File: config.mk
export PLATFORM = sky130hd
export DESIGN_NAME = sysctl_regs
export DESIGN_NICKNAME = d
export VERILOG_FILES = /design/src/rtl/sysctl_pkg.sv /design/src/rtl/sysctl_osc_bank.sv /design/src/rtl/sysctl_chan.sv /design/src/rtl/sysctl_lock.sv /design/src/rtl/sysctl_regs.sv
export SDC_FILE = /design/constraint.sdc
export NUM_CORES = 1
export LEC_CHECK = 0
export ABC_AREA = 1
export BUFFER_PORTS_ARGS = -buffer_cell sky130_fd_sc_hd__clkbuf_2
export CAP_MARGIN = 15
export CORE_AREA = 2 2 205 207
export DETAILED_ROUTE_END_ITERATION = 6
export DIE_AREA = 0 0 207 209
export MAX_ROUTING_LAYER = met4
export REMOVE_ABC_BUFFERS = 1
export SLEW_MARGIN = 20
export SYNTH_ARGS = -nofsm -noshare
export SYNTH_HDL_FRONTEND = slang
export SYNTH_HIERARCHICAL = 1
export SYNTH_SLANG_ARGS = --single-unit
File: constraint.sdc
create_clock -name clk -period 1 [get_ports clk]
set_input_delay 0.05 -clock clk [delete_from_list [all_inputs] [get_ports clk]]
set_output_delay 0.05 -clock clk [all_outputs]
set_load 0.05 [all_outputs]
File: src/rtl/sysctl_pkg.sv
package sysctl_pkg;

    localparam int ADDR_W = 12;
    localparam int DATA_W = 32;
    localparam int LOCK_N = 8;

    localparam logic [ADDR_W-1:0] OFS_GEN    = 12'h000;
    localparam logic [ADDR_W-1:0] OFS_LED    = 12'h004;
    localparam logic [ADDR_W-1:0] OFS_SW     = 12'h00C;
    localparam logic [ADDR_W-1:0] OFS_FIXCFG = 12'h010;
    localparam logic [ADDR_W-1:0] OFS_RTN    = 12'h0A0;
    localparam logic [ADDR_W-1:0] OFS_DOUT   = 12'h0A4;
    localparam logic [ADDR_W-1:0] OFS_CTRL   = 12'h0A8;
    localparam logic [ADDR_W-1:0] OFS_STAT   = 12'h0AC;
    localparam logic [ADDR_W-1:0] OFS_LOCK   = 12'h100;
    localparam logic [ADDR_W-1:0] OFS_IDA    = 12'hFF8;
    localparam logic [ADDR_W-1:0] OFS_IDB    = 12'hFFC;

    localparam int BIT_START = 31;
    localparam int BIT_WRITE = 30;
    localparam int FN_LSB    = 20;
    localparam int FN_W      = 6;
    localparam int DEV_W     = 12;

    localparam logic [DATA_W-1:0] CTRL_KEEP  = 32'h43F0_0FFF;
    localparam logic [DATA_W-1:0] CTRL_RESET = 32'h0010_0000;
    localparam logic [FN_W-1:0]   FN_OSC     = 6'd1;

    typedef enum logic [1:0] {
        CH_IDLE = 2'b00,
        CH_DONE = 2'b01,
        CH_FAIL = 2'b11
    } chan_state_t;

endpackage

File: src/rtl/sysctl_osc_bank.sv
module sysctl_osc_bank #(
    parameter int NUM_OSC = 3,
    parameter int IDX_W = 2,
    parameter logic [NUM_OSC*32-1:0] OSC_INIT = '0
) (
    input  logic             clk,
    input  logic             rst_n,
    input  logic             we,
    input  logic [IDX_W-1:0] sel,
    input  logic [31:0]      wdata,
    output logic [31:0]      rd_val
);

    logic [31:0] osc_q [NUM_OSC];

    for (genvar g = 0; g < NUM_OSC; g++) begin : g_osc
        always_ff @(posedge clk or negedge rst_n) begin
            if (!rst_n) begin
                osc_q[g] <= OSC_INIT[g*32 +: 32];
            end else if (we && sel == IDX_W'(g)) begin
                osc_q[g] <= wdata;
            end
        end

        AST_OSC_WRITE: assert property (@(posedge clk) disable iff (!rst_n)
            (we && sel == IDX_W'(g)) |=> osc_q[g] == $past(wdata));
    end

    always_comb begin
        rd_val = '0;
        for (int i = 0; i < NUM_OSC; i++) begin
            if (sel == IDX_W'(i)) rd_val = osc_q[i];
        end
    end

endmodule

File: src/rtl/sysctl_chan.sv
module sysctl_chan
    import sysctl_pkg::*;
#(
    parameter int NUM_OSC = 3,
    parameter int IDX_W = 2
) (
    input  logic             clk,
    input  logic             rst_n,
    input  logic             ctrl_we,
    input  logic [31:0]      wdata,
    input  logic [31:0]      osc_rd,
    output logic [31:0]      ctrl_q,
    output logic [31:0]      stat_q,
    output logic [31:0]      rtn_q,
    output logic             osc_we,
    output logic [IDX_W-1:0] osc_sel
);

    chan_state_t st_q, st_d;
    logic [FN_W-1:0]  fn;
    logic [DEV_W-1:0] dev;
    logic             target_ok;
    logic             go;
    logic             rtn_ld;

    assign fn        = wdata[FN_LSB +: FN_W];
    assign dev       = wdata[DEV_W-1:0];
    assign target_ok = (fn == FN_OSC) && (dev < DEV_W'(NUM_OSC));
    assign go        = ctrl_we && wdata[BIT_START];
    assign osc_sel   = dev[IDX_W-1:0];
    assign osc_we    = go && wdata[BIT_WRITE] && target_ok;
    assign rtn_ld    = go && !wdata[BIT_WRITE] && target_ok;

    // next state
    always_comb begin
        st_d = st_q;
        if (ctrl_we) begin
            if (!wdata[BIT_START]) st_d = CH_IDLE;
            else if (target_ok)    st_d = CH_DONE;
            else                   st_d = CH_FAIL;
        end
    end

    // state register
    always_ff @(posedge clk or negedge rst_n) begin
        if (!rst_n) st_q <= CH_IDLE;
        else        st_q <= st_d;
    end

    // status outputs from state
    always_comb begin
        stat_q = '0;
        unique case (st_q)
            CH_IDLE: stat_q[1:0] = 2'b00;
            CH_DONE: stat_q[1:0] = 2'b01;
            CH_FAIL: stat_q[1:0] = 2'b11;
            default: stat_q[1:0] = 2'b00;
        endcase
    end

    always_ff @(posedge clk or negedge rst_n) begin
        if (!rst_n) begin
            ctrl_q <= CTRL_RESET;
            rtn_q  <= '0;
        end else begin
            if (ctrl_we) ctrl_q <= wdata & CTRL_KEEP;
            if (rtn_ld)  rtn_q  <= osc_rd;
        end
    end

    AST_STAT_CLEAR: assert property (@(posedge clk) disable iff (!rst_n)
        (ctrl_we && !wdata[31]) |=> stat_q == 32'd0);
    AST_GOOD_DONE: assert property (@(posedge clk) disable iff (!rst_n)
        (ctrl_we && wdata[31] && wdata[25:20] == 6'd1 && wdata[11:0] < 12'(NUM_OSC))
        |=> stat_q == 32'd1);
    AST_BAD_ERROR: assert property (@(posedge clk) disable iff (!rst_n)
        (ctrl_we && wdata[31] && (wdata[25:20] != 6'd1 || wdata[11:0] >= 12'(NUM_OSC)))
        |=> stat_q == 32'd3);
    AST_BAD_RTN_HOLD: assert property (@(posedge clk) disable iff (!rst_n)
        (ctrl_we && wdata[31] && wdata[25:20] != 6'd1) |=> $stable(rtn_q));
    AST_START_CLEAR: assert property (@(posedge clk) disable iff (!rst_n)
        ctrl_we |=> !ctrl_q[31]);

endmodule

File: src/rtl/sysctl_lock.sv
module sysctl_lock
    import sysctl_pkg::*;
(
    input  logic              clk,
    input  logic              rst_n,
    input  logic              we,
    input  logic [LOCK_N-1:0] mask_wd,
    input  logic [LOCK_N-1:0] lk_in,
    output logic [31:0]       rd
);

    logic [LOCK_N-1:0] mask_q;
    logic              summary;

    always_ff @(posedge clk or negedge rst_n) begin
        if (!rst_n)  mask_q <= '1;
        else if (we) mask_q <= mask_wd;
    end

    assign summary = |(lk_in & mask_q);
    assign rd      = {mask_q, lk_in, 15'd0, summary};

    AST_MASK_WRITE: assert property (@(posedge clk) disable iff (!rst_n)
        we |=> mask_q == $past(mask_wd));

endmodule

File: src/rtl/sysctl_regs.sv
module sysctl_regs
    import sysctl_pkg::*;
#(
    parameter int NUM_OSC = 3,
    parameter logic [NUM_OSC*32-1:0] OSC_INIT = {32'd25000000, 32'd24576000, 32'd50000000},
    parameter logic [31:0] FIX_CFG = 32'h0000_0000,
    parameter logic [31:0] ID_A = 32'h0000_0000,
    parameter logic [31:0] ID_B = 32'h0000_0000
) (
    input  logic        clk,
    input  logic        rst_n,
    input  logic        bus_sel,
    input  logic        bus_wr,
    input  logic [11:0] bus_addr,
    input  logic [31:0] bus_wdata,
    output logic [31:0] bus_rdata,
    input  logic [7:0]  lock_in,
    output logic [7:0]  led_out,
    output logic        remap_out
);

    localparam int IDX_W = (NUM_OSC > 1) ? $clog2(NUM_OSC) : 1;

    logic        wr_en;
    logic [31:0] gen_q, led_q, dout_q;
    logic [31:0] ctrl_q, stat_q, rtn_q, lock_rd, osc_rd;
    logic        osc_we;
    logic [IDX_W-1:0] osc_sel;

    assign wr_en = bus_sel && bus_wr;

    always_ff @(posedge clk or negedge rst_n) begin
        if (!rst_n) begin
            gen_q  <= '0;
            led_q  <= '0;
            dout_q <= '0;
        end else if (wr_en) begin
            if (bus_addr == OFS_GEN)  gen_q  <= bus_wdata;
            if (bus_addr == OFS_LED)  led_q  <= bus_wdata;
            if (bus_addr == OFS_DOUT) dout_q <= bus_wdata;
        end
    end

    assign led_out   = led_q[7:0];
    assign remap_out = gen_q[0];

    sysctl_chan #(.NUM_OSC(NUM_OSC), .IDX_W(IDX_W)) u_chan (
        .clk     (clk),
        .rst_n   (rst_n),
        .ctrl_we (wr_en && bus_addr == OFS_CTRL),
        .wdata   (bus_wdata),
        .osc_rd  (osc_rd),
        .ctrl_q  (ctrl_q),
        .stat_q  (stat_q),
        .rtn_q   (rtn_q),
        .osc_we  (osc_we),
        .osc_sel (osc_sel)
    );

    sysctl_osc_bank #(.NUM_OSC(NUM_OSC), .IDX_W(IDX_W), .OSC_INIT(OSC_INIT)) u_osc (
        .clk    (clk),
        .rst_n  (rst_n),
        .we     (osc_we),
        .sel    (osc_sel),
        .wdata  (dout_q),
        .rd_val (osc_rd)
    );

    sysctl_lock u_lock (
        .clk     (clk),
        .rst_n   (rst_n),
        .we      (wr_en && bus_addr == OFS_LOCK),
        .mask_wd (bus_wdata[31:24]),
        .lk_in   (lock_in),
        .rd      (lock_rd)
    );

    always_comb begin
        bus_rdata = '0;
        if (bus_sel && !bus_wr) begin
            case (bus_addr)
                OFS_GEN:    bus_rdata = gen_q;
                OFS_LED:    bus_rdata = led_q;
                OFS_SW:     bus_rdata = '0;
                OFS_FIXCFG: bus_rdata = FIX_CFG;
                OFS_RTN:    bus_rdata = rtn_q;
                OFS_DOUT:   bus_rdata = dout_q;
                OFS_CTRL:   bus_rdata = ctrl_q;
                OFS_STAT:   bus_rdata = stat_q;
                OFS_LOCK:   bus_rdata = lock_rd;
                OFS_IDA:    bus_rdata = ID_A;
                OFS_IDB:    bus_rdata = ID_B;
                default:    bus_rdata = '0;
            endcase
        end
    end

    AST_LED_PORT: assert property (@(posedge clk) disable iff (!rst_n)
        (wr_en && bus_addr == OFS_LED) |=> led_out == $past(bus_wdata[7:0]));
    AST_REMAP_PORT: assert property (@(posedge clk) disable iff (!rst_n)
        (wr_en && bus_addr == OFS_GEN) |=> remap_out == $past(bus_wdata[0]));

endmodule

# After elaboration in Yosys (flattened, before gate mapping)
# Cells that the tools add are included.
# W data, S select, Z words.
[word_totals]
elab_cells = 52
inputBits = 56
regBits = 253
output_inout_bits = 41
[op_classes]
magnitude_cmp = 1
bitwise_logic = 1
n_eq_ne = 11
n_reduce_logical = 21
muxes = 8
[op_table]
columns = ["cell", "n"]
rows = [
  ["$pmux W32 S7", 1],
  ["$mux W32", 4],
  ["$eq A12 B8 Y1 const B", 4],
  ["$logic_and A1 B1 Y1", 13],
  ["$eq A12 B3 Y1 const B", 1],
  ["$eq A12 B9 Y1 const B", 1],
  ["$logic_not A12 Y1", 1],
  ["$lt A12 B2 Y1 const B", 1],
  ["$and A8 B8 Y8", 1],
  ["$reduce_or A8 Y1", 1],
  ["$eq A6 B1 Y1 const B", 1],
  ["$reduce_and A2 Y1", 3],
  ["$eq A2 B1 Y1 const B", 2],
  ["$eq A2 B2 Y1 const B", 2],
  ["$mux W2", 2],
  ["$pmux W2 S2", 1],
  ["$logic_not A1 Y1", 2],
  ["$logic_not A2 Y1", 1],
]

# Logic depth before layout (Yosys ltp)
[logic_depth]
word_depth = 6
depth_mapped = 16
depth_no_buf = 12

# Modules after synthesis
# The synthesis kept the hierarchy.
[modules_own_cells]
columns = ["module", "area_per_inst_um2", "cells_each", "seq_area_each_um2", "instances"]
rows = [
  ["sysctl_regs", 6417.4, 936, 2402.3, 1],
  ["sysctl_osc_bank", 4643.2, 573, 2441.1, 1],
  ["sysctl_chan", 2519.9, 257, 1327.5, 1],
  ["sysctl_lock", 561.8, 73, 210.2, 1],
]

# Worst setup path before layout
# OpenSTA, ideal clock, no wires.
[synth_timing]
path_type = "input -> register"
from = "input bus_addr[11]"
to = "register u_osc/osc_q[75] in the netlist's numbering"
arrival_ns = 1.923
setup_ns = 0.065
n_path_buf = 6
setup_slack_ns = -0.988
path_stages = 15
cell_sequence = "nor2_2 -> nand2_4 -> nor2_4 -> buf_4 -> buf_2 -> nand2_1 -> nor2_1 -> buf_4 -> nand2_2 -> nor3_1 -> buf_4 -> buf_4 -> buf_2 -> nand3_1 -> nand2_1"
[synth_via]
elab_chain_len = 6
[synth_rtl]
columns = ["item", "line", "text"]
rows = [
  ["from (decl)", "sysctl_regs.sv:14", "input logic [11:0] bus_addr,"],
  ["$eq A12 B8 Y1", "sysctl_regs.sv:50", ".ctrl_we (wr_en && bus_addr == OFS_CTRL),"],
  ["$logic_and A1 B1 Y1", "sysctl_regs.sv:50", ""],
  ["$logic_and A1 B1 Y1", "sysctl_chan.sv:29", "assign go = ctrl_we && wdata[BIT_START];"],
  ["$logic_and A1 B1 Y1 (2 in series)", "sysctl_chan.sv:31", "assign osc_we = go && wdata[BIT_WRITE] && target_ok;"],
  ["via osc_we", "sysctl_regs.sv:27", "logic osc_we;"],
  ["$logic_and A1 B1 Y1", "sysctl_osc_bank.sv:20", "end else if (we && sel == IDX_W'(g)) begin"],
  ["to (signal, indexed assignment)", "sysctl_osc_bank.sv:19", "osc_q[g] <= OSC_INIT[g*32 +: 32];"],
  ["to (signal, indexed assignment)", "sysctl_osc_bank.sv:21", "osc_q[g] <= wdata;"],
  ["to (decl)", "sysctl_osc_bank.sv:14", "logic [31:0] osc_q [NUM_OSC];"],
]
# The timed path passes the listed nets, and every way through them passes these cells.
# A chain may end at the register's enable or synchronous reset.

# Worst setup path in the final report
[layout_timing]
from = "register u_lock.mask_q[7]"
to = "output bus_rdata[0]"
[layout_via]
elab_chain_len = 4
[layout_rtl]
columns = ["item", "line", "text"]
rows = [
  ["from (decl)", "sysctl_lock.sv:12", "logic [LOCK_N-1:0] mask_q;"],
  ["from (signal assigned)", "sysctl_lock.sv:17", "else if (we) mask_q <= mask_wd;"],
  ["$and A8 B8 Y8", "sysctl_lock.sv:20", "assign summary = |(lk_in & mask_q);"],
  ["$reduce_or A8 Y1", "sysctl_lock.sv:20", ""],
  ["via lock_rd[0]", "sysctl_regs.sv:26", "logic [31:0] ctrl_q, stat_q, rtn_q, lock_rd, osc_rd;"],
  ["$pmux W32 S7", "sysctl_regs.sv:81", "case (bus_addr)"],
  ["$mux W32", "sysctl_regs.sv:80", "if (bus_sel && !bus_wr) begin"],
  ["to (decl)", "sysctl_regs.sv:16", "output logic [31:0] bus_rdata,"],
]
# The timed path passes the listed nets, and every way through them passes these cells.

==> results.txt <==
outcome: finished, violations left
failing checks: hold timing, setup timing
GP Congestion: 0.8271
Post-Synthesis Cells: 1839
Iter 0 DRT Violations: 1611
Worst Path Max Fanout: 2
Area after DPL: 16800 um^2
first-pass GRT wire length: 82.12 mm
synthesis-stage register bit count: 253
antenna viol nets, final: 0
clock skew: 8.343 ps
number of max-cap violations: 0
YS warnings: 6
root buffer cell: clkbuf_16
fin crit share: 208.3%
port bufs: 96
Placed Cells: 2538
endpoints failing hold: 14
Detail Placement HPWL: 29.71 mm
Netlist Area Pre-Place: 14140 um^2
share of cells above drive strength 1: 43.70%
Via Count: 15240
# DRC: 0
critical path arrival: 2030 ps
Setup WS post-layout: -1083 ps
IO Count: 97
fraction of the yosys area taken by sequential cells: 45.12%
Final setup viols: 252
CP required: 950 ps
num rows: 75
Final Slew Violations: 0
Synth area leaders: dfrtp_1 38%, nand2_1 15%, nand3_1 13%
Crit. End Element: output port
gr usage total: 24.75%
fin crit period: 2083 ps
final net count: 2249
H-tree Lvls: 1
Fillers: 3471
CTS max path bufs: 3
final wirelength: 61.27 mm
Die ar.: 43260 um^2
Non-Filler Instances: 2756
area share of the largest cell type after synthesis: 37.69%
Peak VDD IR: 0.001263 V
Core Region: 41290 um^2
Die Span Y: 209 um
clk sinks: 253
PD cells: 1026 nW/um^2
Clk Latency, worst-skew pair: 560 ps
largest area contributor in the netlist: dfrtp_1
RSZ-0062 raised after global routing: yes
starting density of the core: 34.25%
crit path kind: reg -> out
WL/cell: 22.23 um
GRT Residual Overflow: 0
Min-Delay Path Class: in -> async
initial antenna violation count: 1
mean area per synthesized cell: 7.690 um^2
vias in the first global route: 14320
Vias/cell: 5.530
FMAX: 0.4802 GHz
pin count of the biggest net entering global routing: 54
P&R area growth vs syn: 59.05%
CTS tree: yes
design area: 22490 um^2
crit start category: register
Hold WS: -54.78 ps
Die Width: 207 um
Num CTS Buffers: 28
1st-pass router iterations: 6
clk slew on worst S/H paths: 60 ps
Pleak: 0.01087 uW
library cells used by synthesis: 32
worst slack at placement: -791.2 ps
-- synth_stat cells --
library cell	instances
inv_1	122
nand3_2	10
nand2_2	15
nand3_4	3
nand4_1	64
nand4_2	1
nor2_4	5
nor2_1	57
buf_8	2
nand2_4	2
nor2_2	36
dfstp_2	40
o21ai_1	75
o21ai_2	2
and2_1	1
buf_6	12
conb_1	2
o21ai_0	29
nor2_8	2
a21oi_1	2
inv_2	3
buf_4	99
mux2_2	17
clkbuf_1	14
nor4_1	1
buf_1	1
nor3_1	1
nand3_1	367
inv_4	1
buf_2	80
dfrtp_1	213
nand2_1	560
-- cells by family (layout without fill, tap and decap cells) --
family | count (synthesis) | count (layout) | share of synthesized area [%]
other | 2 | 60 | 0.05310
flip-flops | 253 | 253 | 45.12
multiplexers | 17 | 17 | 1.354
buffers and inverters | 334 | 654 | 13.01
AO/OA/AOI/OAI | 108 | 108 | 3.875
AND/OR/NAND/NOR | 1125 | 1125 | 36.58
-- placed cells by master (no fill, tap or decap), types with 3 or more instances in the layout --
| cell | count |
|---|---|
| buf_12 | 104 |
| buf_16 | 21 |
| buf_4 | 165 |
| buf_6 | 54 |
| buf_8 | 24 |
| clkbuf_1 | 5 |
| clkbuf_16 | 52 |
| clkbuf_2 | 46 |
| clkbuf_8 | 13 |
| clkinvlp_4 | 4 |
| conb_1 | 58 |
| dfrtp_1 | 211 |
| dfstp_2 | 40 |
| dlygate4sd3_1 | 33 |
| inv_1 | 113 |
| inv_2 | 10 |
| mux2_4 | 17 |
| nand2_1 | 368 |
| nand2_2 | 144 |
| nand2_4 | 62 |
| nand2_8 | 3 |
| nand3_1 | 289 |
| nand3_2 | 76 |
| nand3_4 | 15 |
| nand4_1 | 64 |
| nor2_1 | 19 |
| nor2_2 | 45 |
| nor2_4 | 34 |
| o21ai_0 | 17 |
| o21ai_1 | 69 |
| o21ai_2 | 20 |
-- worst max-delay path, cell delays in order, from the launching register on --
cell	delay, ps
dfstp_2	540
nand2_2	70
nand2_4	120
nor2_4	40
nand2_1	60
nand3_1	60
nand2_1	60
inv_1	40
nand2_1	60
nor2_2	40
nor2_1	120
buf_4	140
buf_12	120
-- per-stage QoR --
step | hold slack (ps) | util, % | TNS, ps | total power, uW
detailed placement | -86.61 | 40.68 | -178410 | 11810
global route | -35.80 | 54.47 | -143060 | 23670
finish | -54.78 | 54.48 | -130600 | 23080
floorplan | -245.6 | - | -1297330 | 10760
CTS | -51.82 | 50.21 | -132350 | 22980
global placement | -88.27 | 40.68 | -162320 | 11800
-- cell type report --
cell class | count | area (um^2) | share of cell area, %
multi-input combinational | 1308 | 7848 | 34.89
sequential | 253 | 6384 | 28.38
timing repair buffer | 476 | 6115 | 27.18
clock buffer | 44 | 882.1 | 3.922
tap | 539 | 674.4 | 2.998
inverter | 126 | 485.5 | 2.158
clock inverter | 8 | 100.1 | 0.4450
antenna | 2 | 5.005 | 0.02225
-- path summary, 6_finish.rpt --
path / from / end / slack [ps] / cells after the start
min in group clk: bus_sel / u_chan/st_q[0] / 50 / 6
max in group asynchronous: rst_n / u_chan/ctrl_q[20] / 390 / 4
max reg2reg: u_osc/osc_q[22] / u_chan/rtn_q[22] / -40 / 4
min reg2reg: u_osc/osc_q[56] / u_osc/osc_q[56] / 460 / 2
min: rst_n / gen_q[6] / -50 / 2
max: u_lock/mask_q[7] / bus_rdata[0] / -1080 / 12
-- registers in the layout (all words and copies together) (netlist names) --
name	count
led_q	32
u_chan/rtn_q	32
dout_q	32
gen_q	32
u_chan/st_q	2
u_osc/osc_q	96
u_chan/ctrl_q	19
u_lock/mask_q	8
-- per-layer routing --
metal	wire length, um	track usage, %
met5	0	-
met4	3051	9.532
met3	5699	3.442
met2	28990	40.07
met1	23530	31.49
-- where the power goes --
part | total, uW | switching, uW | internal, uW
clock network | 11000 | 4470 | 6550
registers | 10300 | 9.62 | 10300
logic | 1790 | 1090 | 698
total | 23100 | 5570 | 17500
-- repair_timing --
action | in CTS | in global routing
hold buffers | 33 | 1
pin swaps | 146 | 160
endpoints found under the setup margin | 186 | 268
hold endpoints to repair | 369 | 18
buffers inserted | 61 | 43
resized for setup | 296 | 400
cloned | 36 | 23
No activity file was read; power rests on OpenSTA's default activity.
